**src/rtl/ptc_pkg.sv**
```systemverilog
package ptc_pkg;

  typedef enum logic [1:0] {
    ST_EMPTY = 2'd0,
    ST_INIT  = 2'd1,
    ST_OPER  = 2'd2,
    ST_TMOFF = 2'd3
  } plat_state_e;

  typedef enum logic [1:0] {
    PH_IDLE   = 2'd0,
    PH_RECONF = 2'd1,
    PH_SWRST  = 2'd2
  } meas_phase_e;

  localparam int NUM_CMD = 6;
  localparam int CMD_W   = $clog2(NUM_CMD + 1);

  typedef enum logic [CMD_W-1:0] {
    CMD_NONE          = 3'd0,
    CMD_STATIC_SET    = 3'd1,
    CMD_STATIC_APPEND = 3'd2,
    CMD_RECONF_WRITE  = 3'd3,
    CMD_SW_RESET      = 3'd4,
    CMD_SW_EXTEND     = 3'd5,
    CMD_TM_DISABLE    = 3'd6
  } trust_cmd_e;

  typedef struct packed {
    logic power_on;
    logic init_done;
    logic user_reconf;
    logic static_cert;
    logic static_uncert;
    logic unmon_port;
    logic sw_load;
    logic power_off;
  } plat_events_t;

  function automatic logic is_reporting(plat_state_e s);
    return (s == ST_INIT) || (s == ST_OPER);
  endfunction

  // strobe bit i carries command code i+1
  function automatic logic [NUM_CMD-1:0] cmd_to_strobes(trust_cmd_e c);
    logic [NUM_CMD-1:0] v;
    for (int i = 0; i < NUM_CMD; i++) v[i] = (int'(c) == i + 1);
    return v;
  endfunction

endpackage

```
**src/rtl/ptc_decide.sv**
```systemverilog
module ptc_decide
  import ptc_pkg::*;
(
  input  plat_state_e  state,
  input  meas_phase_e  phase,
  input  plat_events_t ev,
  output plat_state_e  nxt_state,
  output meas_phase_e  nxt_phase,
  output trust_cmd_e   cmd,
  output logic         trust_break,
  output logic         teardown
);

  assign trust_break = (ev.static_uncert | ev.unmon_port) & is_reporting(state);
  assign teardown    = ev.power_off & (state != ST_EMPTY);

  always_comb begin
    nxt_state = state;
    nxt_phase = phase;
    cmd       = CMD_NONE;
    if (trust_break) begin
      nxt_state = ST_TMOFF;
      nxt_phase = PH_IDLE;
      cmd       = CMD_TM_DISABLE;
    end else if (teardown) begin
      nxt_state = ST_EMPTY;
      nxt_phase = PH_IDLE;
    end else if (phase == PH_RECONF) begin
      cmd       = CMD_RECONF_WRITE;
      nxt_phase = PH_SWRST;
    end else if (phase == PH_SWRST) begin
      cmd       = CMD_SW_RESET;
      nxt_phase = PH_IDLE;
    end else begin
      case (state)
        ST_EMPTY: begin
          if (ev.power_on && !ev.power_off) begin
            nxt_state = ST_INIT;
            nxt_phase = PH_RECONF;
            cmd       = CMD_STATIC_SET;
          end
        end
        ST_INIT: begin
          if (ev.init_done) nxt_state = ST_OPER;
        end
        ST_OPER: begin
          if (ev.user_reconf) begin
            cmd       = CMD_RECONF_WRITE;
            nxt_phase = PH_SWRST;
          end else if (ev.static_cert) begin
            cmd = CMD_STATIC_APPEND;
          end else if (ev.sw_load) begin
            cmd = CMD_SW_EXTEND;
          end
        end
        default: ;
      endcase
    end
  end

endmodule

```
**src/rtl/ptc_cmd_out.sv**
```systemverilog
module ptc_cmd_out
  import ptc_pkg::*;
#(
  parameter int N = ptc_pkg::NUM_CMD
) (
  input  logic         clk,
  input  logic         rst_n,
  input  trust_cmd_e   cmd,
  output logic [N-1:0] strobe_q
);

  logic [N-1:0] strobe_d;
  assign strobe_d = cmd_to_strobes(cmd);

  for (genvar g = 0; g < N; g++) begin : g_flop
    always_ff @(posedge clk or negedge rst_n) begin
      if (!rst_n) strobe_q[g] <= 1'b0;
      else        strobe_q[g] <= strobe_d[g];
    end
  end


  one_cmd_chk: assert property (@(posedge clk) disable iff (!rst_n)
    $onehot0(strobe_q));

endmodule

```
**src/rtl/platform_trust_ctrl.sv**
```systemverilog
module platform_trust_ctrl
  import ptc_pkg::*;
(
  input  logic       clk,
  input  logic       rst_n,
  input  logic       ev_power_on,
  input  logic       ev_init_done,
  input  logic       ev_user_reconf,
  input  logic       ev_static_cert,
  input  logic       ev_static_uncert,
  input  logic       ev_unmon_port,
  input  logic       ev_sw_load,
  input  logic       ev_power_off,
  output logic       cmd_static_set,
  output logic       cmd_static_append,
  output logic       cmd_reconf_write,
  output logic       cmd_sw_reset,
  output logic       cmd_sw_extend,
  output logic       cmd_tm_disable,
  output logic       reporting,
  output logic [1:0] state_code
);

  plat_events_t       ev;
  plat_state_e        state_q, state_d;
  meas_phase_e        phase_q, phase_d;
  trust_cmd_e         cmd_d;
  logic               trust_break, teardown;
  logic [NUM_CMD-1:0] strobes;

  assign ev = '{power_on: ev_power_on, init_done: ev_init_done,
                user_reconf: ev_user_reconf, static_cert: ev_static_cert,
                static_uncert: ev_static_uncert, unmon_port: ev_unmon_port,
                sw_load: ev_sw_load, power_off: ev_power_off};

  ptc_decide u_decide (
    .state      (state_q),
    .phase      (phase_q),
    .ev         (ev),
    .nxt_state  (state_d),
    .nxt_phase  (phase_d),
    .cmd        (cmd_d),
    .trust_break(trust_break),
    .teardown   (teardown)
  );

  always_ff @(posedge clk or negedge rst_n) begin
    if (!rst_n) begin
      state_q <= ST_EMPTY;
      phase_q <= PH_IDLE;
    end else begin
      state_q <= state_d;
      phase_q <= phase_d;
    end
  end

  ptc_cmd_out #(.N(NUM_CMD)) u_cmd_out (
    .clk     (clk),
    .rst_n   (rst_n),
    .cmd     (cmd_d),
    .strobe_q(strobes)
  );

  assign cmd_static_set    = strobes[0];
  assign cmd_static_append = strobes[1];
  assign cmd_reconf_write  = strobes[2];
  assign cmd_sw_reset      = strobes[3];
  assign cmd_sw_extend     = strobes[4];
  assign cmd_tm_disable    = strobes[5];
  assign reporting         = is_reporting(state_q);
  assign state_code        = state_q;


  break_chk: assert property (@(posedge clk) disable iff (!rst_n)
    trust_break |=> (state_q == ST_TMOFF) && cmd_tm_disable);


  tmoff_hold_chk: assert property (@(posedge clk) disable iff (!rst_n)
    (state_q == ST_TMOFF && !ev_power_off) |=> (state_q == ST_TMOFF) && (strobes == '0));


  seq_chk: assert property (@(posedge clk) disable iff (!rst_n)
    (cmd_static_set && !ev_power_off && !ev_static_uncert && !ev_unmon_port) |=> cmd_reconf_write);


  swrst_chk: assert property (@(posedge clk) disable iff (!rst_n)
    (cmd_reconf_write && !ev_power_off && !ev_static_uncert && !ev_unmon_port) |=> cmd_sw_reset);


  off_chk: assert property (@(posedge clk) disable iff (!rst_n)
    (teardown && !trust_break) |=> (state_q == ST_EMPTY) && (strobes == '0));


  report_rise_chk: assert property (@(posedge clk) disable iff (!rst_n)
    $rose(reporting) |-> $past(ev_power_on));

endmodule

```
**config.mk**
```make
export PLATFORM = sky130hd
export DESIGN_NAME = platform_trust_ctrl
export DESIGN_NICKNAME = d
export VERILOG_FILES = /design/src/rtl/ptc_pkg.sv /design/src/rtl/ptc_decide.sv /design/src/rtl/ptc_cmd_out.sv /design/src/rtl/platform_trust_ctrl.sv
export SDC_FILE = /design/constraint.sdc
export NUM_CORES = 1
export LEC_CHECK = 0
export BUFFER_PORTS_ARGS = -buffer_cell sky130_fd_sc_hd__clkbuf_2
export CAP_MARGIN = 10
export CORE_MARGIN = 3
export CORE_UTILIZATION = 30
export CTS_CLUSTER_DIAMETER = 200
export DETAILED_ROUTE_END_ITERATION = 16
export MAX_ROUTING_LAYER = met4
export PLACE_DENSITY = 0.58
export RECOVER_POWER = 50
export SLEW_MARGIN = 20
export SYNTH_ARGS = -nofsm -noshare
export SYNTH_HDL_FRONTEND = slang
export SYNTH_SLANG_ARGS = --single-unit
```
**constraint.sdc**
```tcl
create_clock -name clk -period 1.7 [get_ports clk]
set_input_delay 0.085 -clock clk [delete_from_list [all_inputs] [get_ports clk]]
set_output_delay 0.085 -clock clk [all_outputs]
set_load 0.03 [all_outputs]
```
After elaboration in Yosys (flattened, before gate mapping)
Index checks and enable logic that the tools add are counted.

Equal/unequal tests: 16. Muxes and demuxes: 22. Bitwise operators: 3. Reduce and logical (&&, ||, !) cells: 9.

Operators by type and width (number): $mux W2 (11); $mux W3 (7); $eq A3 B3 Y1 const B (4); $pmux W2 S2 (2); $eq A3 B2 Y1 const B (2); $ne A3 B3 Y1 const B (2); $ne A6 B3 Y1 const B (1); $ne A6 B4 Y1 const B (1); $pmux W3 S2 (1); $reduce_bool A6 Y1 (1); $reduce_and A5 Y1 (1); $eq A2 B1 Y1 const B (2); $eq A2 B2 Y1 const B (2); $ne A4 B3 Y1 const B (1); $ne A4 B4 Y1 const B (1); $reduce_bool A4 Y1 (1); $reduce_and A3 Y1 (1); $and A1 B1 Y1 (2); $logic_not A2 Y1 (1); $reduce_bool A2 Y1 (1); $logic_and A1 B1 Y1 (1); $logic_not A1 Y1 (1); $logic_or A1 B1 Y1 (1); $mux W1 (1); $or A1 B1 Y1 (1).

Register bits after elaboration: 10. Input bits: 10. Output and inout bits: 9. Logic and storage cells: 58.

Logic depth before layout (Yosys ltp)
Depth in word-level cells: 9. Gate-level depth with buffers: 7. Gate-level depth less buffers: 7.

Modules after synthesis
Synthesis repeated with hierarchy kept, for this count alone.

Cell total of the unflattened synthesis: 58. Area total of the unflattened synthesis: 610.6 um^2.

Modules (own cells, without submodules): ptc_decide (times used 1, cells each 41, area an instance 299.0 um^2, seq. area each 0.0 um^2); ptc_cmd_out (times used 1, cells each 12, area an instance 202.7 um^2, seq. area each 150.1 um^2); platform_trust_ctrl (times used 1, cells each 5, area an instance 108.9 um^2, seq. area each 100.1 um^2).

Worst setup path before layout
No wires, ideal clock.

Path type: reg-to-reg. From: reg state_q[1] (netlist: state_code[1]). To: reg phase_q[0]. Library setup time: 0.079 ns. Arrival time: 1.887 ns. Required time: 1.621 ns. Slack: -0.266 ns. Stages on the path, launching flop included: 7. Period minus slack after synthesis: 1.966 ns. Cell sequence: dfrtp_1 inv_1 ha_1 o21ai_4 inv_2 or4_1 mux2i_1.

RTL lines: start, declared (RTL line platform_trust_ctrl.sv:25) `plat_state_e state_q, state_d;`; start signal, assigned (RTL line platform_trust_ctrl.sv:52) `state_q <= state_d;`; $eq A2 B1 Y1 or $eq A2 B2 Y1 (tied branches); $logic_or A1 B1 Y1 (*); via reporting (RTL line platform_trust_ctrl.sv:20) `output logic reporting,`; $and A1 B1 Y1 (*) (RTL line ptc_decide.sv:14) `assign trust_break = (ev.static_uncert | ev.unmon_port) & is_reporting(state);`; $ne A6 B3 Y1 (no source line), or another cell as far along; $reduce_and A3 Y1 (no source line); end signal, assigned (RTL line platform_trust_ctrl.sv:53) `phase_q <= phase_d;`; end, declared (RTL line platform_trust_ctrl.sv:26) `meas_phase_e phase_q, phase_d;`.

The timed path passes the listed nets; every way through them passes the cells marked *. A chain may end at the register's enable or synchronous reset.

Worst setup path after layout
From: reg state_q[1] (netlist: state_code[1]). To: reg phase_q[0].

Word-level cells in the longest chain between the ends: 6.

Ends and longest elaborated chain: $eq A2 B2 Y1 or $logic_not A2 Y1 (tied branches) (RTL line ptc_pkg.sv:41, ptc_decide.sv:35); $pmux W2 S2 (RTL line ptc_decide.sv:35) `case (state)`; $mux W2 (RTL line ptc_decide.sv:31) `end else if (phase == PH_SWRST) begin`; $mux W2 (RTL line ptc_decide.sv:28) `end else if (phase == PH_RECONF) begin`; $mux W2 (RTL line ptc_decide.sv:25) `end else if (teardown) begin`; $mux W2 (RTL line ptc_decide.sv:21) `if (trust_break) begin`.

Several ways; a longest one is shown, not always the timed one.

==> results.md <==
- Die height: 51.1 um
- Clk pin slew, worst setup/hold paths: 0.06 ns
- Final core occ: 44.3%
- Area taken by multi-input logic gates: 362 um2
- Startpoint Class: register
- Vias per Instance: 4.63
- Post-synth EDFFs: 0
- Reg2reg path depth: 6
- CTS Buffer Depth: 2
- Hold depth: 3
- Clock Latency Late Sink: 0.26 ns
- Synth cell count leaders: 10 x dfrtp_1, 6 x a21oi_1, 6 x inv_1
- Status: completed
- Worst hold path class: input pin to register
- Register bit total from synthesis: 10
- Area of the mapped netlist: 611 um2
- CTS tree: done
- Synth area leaders: dfrtp_1 41%, ha_1 10%, nor2b_1 5.1%, a21oi_1 4.9%, mux2i_1 4.9%
- Antenna-violating nets left: 0
- Crit Path Class: register to register
- Post-synth top area cell: dfrtp_1
- Max-Cap Viols: 0
- H-tree depth: 1
- CTS Buf Count: 3
- Cell area after layout: 807 um2
- Tmin final: 1.62 ns
- Global-route wire length before repair: 2.07 mm
- Avg WL per Cell: 10.6 um
- Area share of the largest cell type after synthesis: 41.0%
- Vias in the first global route: 502
- Register Area: 253 um2
- Synthesized Nets: 80
- Ys flop type: dfrtp_1
- Period Utilization, post-route: 95.4%
- Post-DP HPWL: 1.02 mm
- Buffers added on ports: 18
- Cells after synthesis: 65
- Pleak: 0.378 nW
- Worst-path maximum fanout: 4
- Io pins: 19
- GRT overflow: 0
- Die X: 51.1 um
- Final GP Congestion: 0.798
- # DRC: 0
- Cell Pwr Density: 1840 nW/um2
- Slew at the pin with the worst max-slew slack: 0.532 ns
- Initial Util: 33.5%
- Routed wire length: 1.22 mm
- Fin Clk Skew: 0.00861 ns
- Worst Setup End Kind: register
- Layout area overhead: 32.2%
- # nets final: 106
- Slew Limit Fails: 0
- Post-synthesis sequential area ratio: 41.0%
- Asr flop ratio synth: 100%
- Post-synth cell types: 25
- Setup-failing EPs final: 0
- Peak VDD IR: 1.50 mV
- Rel. slew slack: 64.6%
- DR vias: 533
- Core area: 1820 um2
- Root Buffer Master: clkbuf_4
- Final Hold Vio Count: 0
- CP arrival: 1.80 ns
- F_max: 616 MHz
- Number of diodes: 0
- Worst EP required: 1.87 ns
- Placement Rows: 15
- Largest net degree at the start of global routing: 11
- Count leader, synth: dfrtp_1
- Placed Area: 762 um2
- Die ar.: 2610 um2
- Layout cell share with drive strength beyond 1: 30.0%
- GRT Total Usage: 11.2%
- Postcts setup bufs: 0
- Antenna violations before repair: 0
- Avg Inst Size Synth: 9.39 um2
- RSZ-0062 raised after global routing: false
- Setup TNS: 0 ns
- Drt pass-1 iters: 2
- Layout fillers: 187
- Initial DRC count: 6
- # clock sinks: 10
- Ys Warns: 0
## area by class of cell
cell class,count,share of cell area (%)
Tap cell,25,3.88
Timing Repair Buffer,21,13.5
Multi-Input combinational cell,48,44.8
Inverter,7,3.26
Clock buffer,4,3.26
Sequential cell,10,31.3
## path summary, 6_finish.rpt
path | start | endpoint | slack [ns]
min in group asynchronous | rst_n | u_cmd_out.strobe_q[3]$_DFF_PN0_ | 0.31
min reg2reg | phase_q[0]$_DFFE_PN0P_ | phase_q[0]$_DFFE_PN0P_ | 0.56
max | state_code[1]$_DFFE_PN0P_ | phase_q[0]$_DFFE_PN0P_ | 0.08
min | ev_static_uncert | u_cmd_out.strobe_q[5]$_DFF_PN0_ | 0.14
max in group asynchronous | rst_n | state_code[1]$_DFFE_PN0P_ | 1.01
max reg2reg | state_code[1]$_DFFE_PN0P_ | phase_q[0]$_DFFE_PN0P_ | 0.08
## logic make-up (layout without fill, tap and decap cells)
logic type / after synthesis / count (layout) / share of synthesized area [%]
AND/OR/NAND/NOR: 24 / 24 / 20.7
multiplexers: 3 / 3 / 4.92
AO/OA/AOI/OAI: 16 / 16 / 18.9
flip-flops: 10 / 10 / 41.0
adder cells (fa/ha/maj): 5 / 5 / 10.2
buffers and inverters: 7 / 32 / 4.30
## per-stage QoR
step	total power (W)	instances	worst slack [ns]	hold slack (ns)
2_1_floorplan	0.00108	65	0.000536	-0.211
6_report	0.00149	115	0.0776	0.139
4_1_cts	0.00147	115	0.0226	0.112
3_3_place_gp	0.00130	110	0.0432	-0.0360
3_5_place_dp	0.00130	110	0.0549	-0.0361
5_1_grt	0.00163	115	0.0135	0.128
## where the power goes
| part | total [W] | internal [W] | switching (W) |
|---|---|---|---|
| Clock | 0.000161 | 0.0000902 | 0.0000712 |
| Combinational | 0.000960 | 0.000374 | 0.000586 |
| Sequential | 0.000368 | 0.000321 | 0.0000471 |
## flip-flops by register name, indices dropped and copies added, names as in the netlist
| signal | cells |
|---|---|
| phase_q | 2 |
| state_code | 2 |
| u_cmd_out.strobe_q | 6 |
## repair_timing
| action | 4_1_cts | 5_1_grt |
|---|---|---|
| resized for setup | 0 | 4 |
| endpoints found under the setup margin | 0 | 5 |
| hold endpoints to repair | 10 | 0 |
| hold buffers | 1 | 0 |
## critical path, stage by stage, from the launching register on
cell and delay (ns):
dfrtp_2 0.44, inv_2 0.09, ha_4 0.21, o21ai_4 0.06, inv_2 0.08, or4_1 0.51, mux2i_1 0.14
## layer usage
metal  GRT usage, %  part of all wire [%]  up-vias
met2           17.6                    44       18
met1           12.5                    47      237
li1               -                     -      274
met3           1.75                   5.5        4
met4           9.42                   3.1        0
met5              -                     0        -
## layout by cell type, fill, tap and decap left out, types with 2 or more instances in the layout
cell      Yosys  final
mux2i_1       3      3
inv_1         6      4
clkbuf_1      0      6
dfrtp_1      10      8
nand2b_1      3      3
clkbuf_4      0      3
ha_1          5      4
a21oi_1       6      6
inv_2         1      3
dfrtp_2       0      2
or2_1         2      2
o21ai_0       2      2
nor2b_1       5      4
nand2_1       4      4
buf_4         0      2
clkbuf_2      0     13
nor2_1        5      5
No activity file was read; power rests on OpenSTA's default activity.
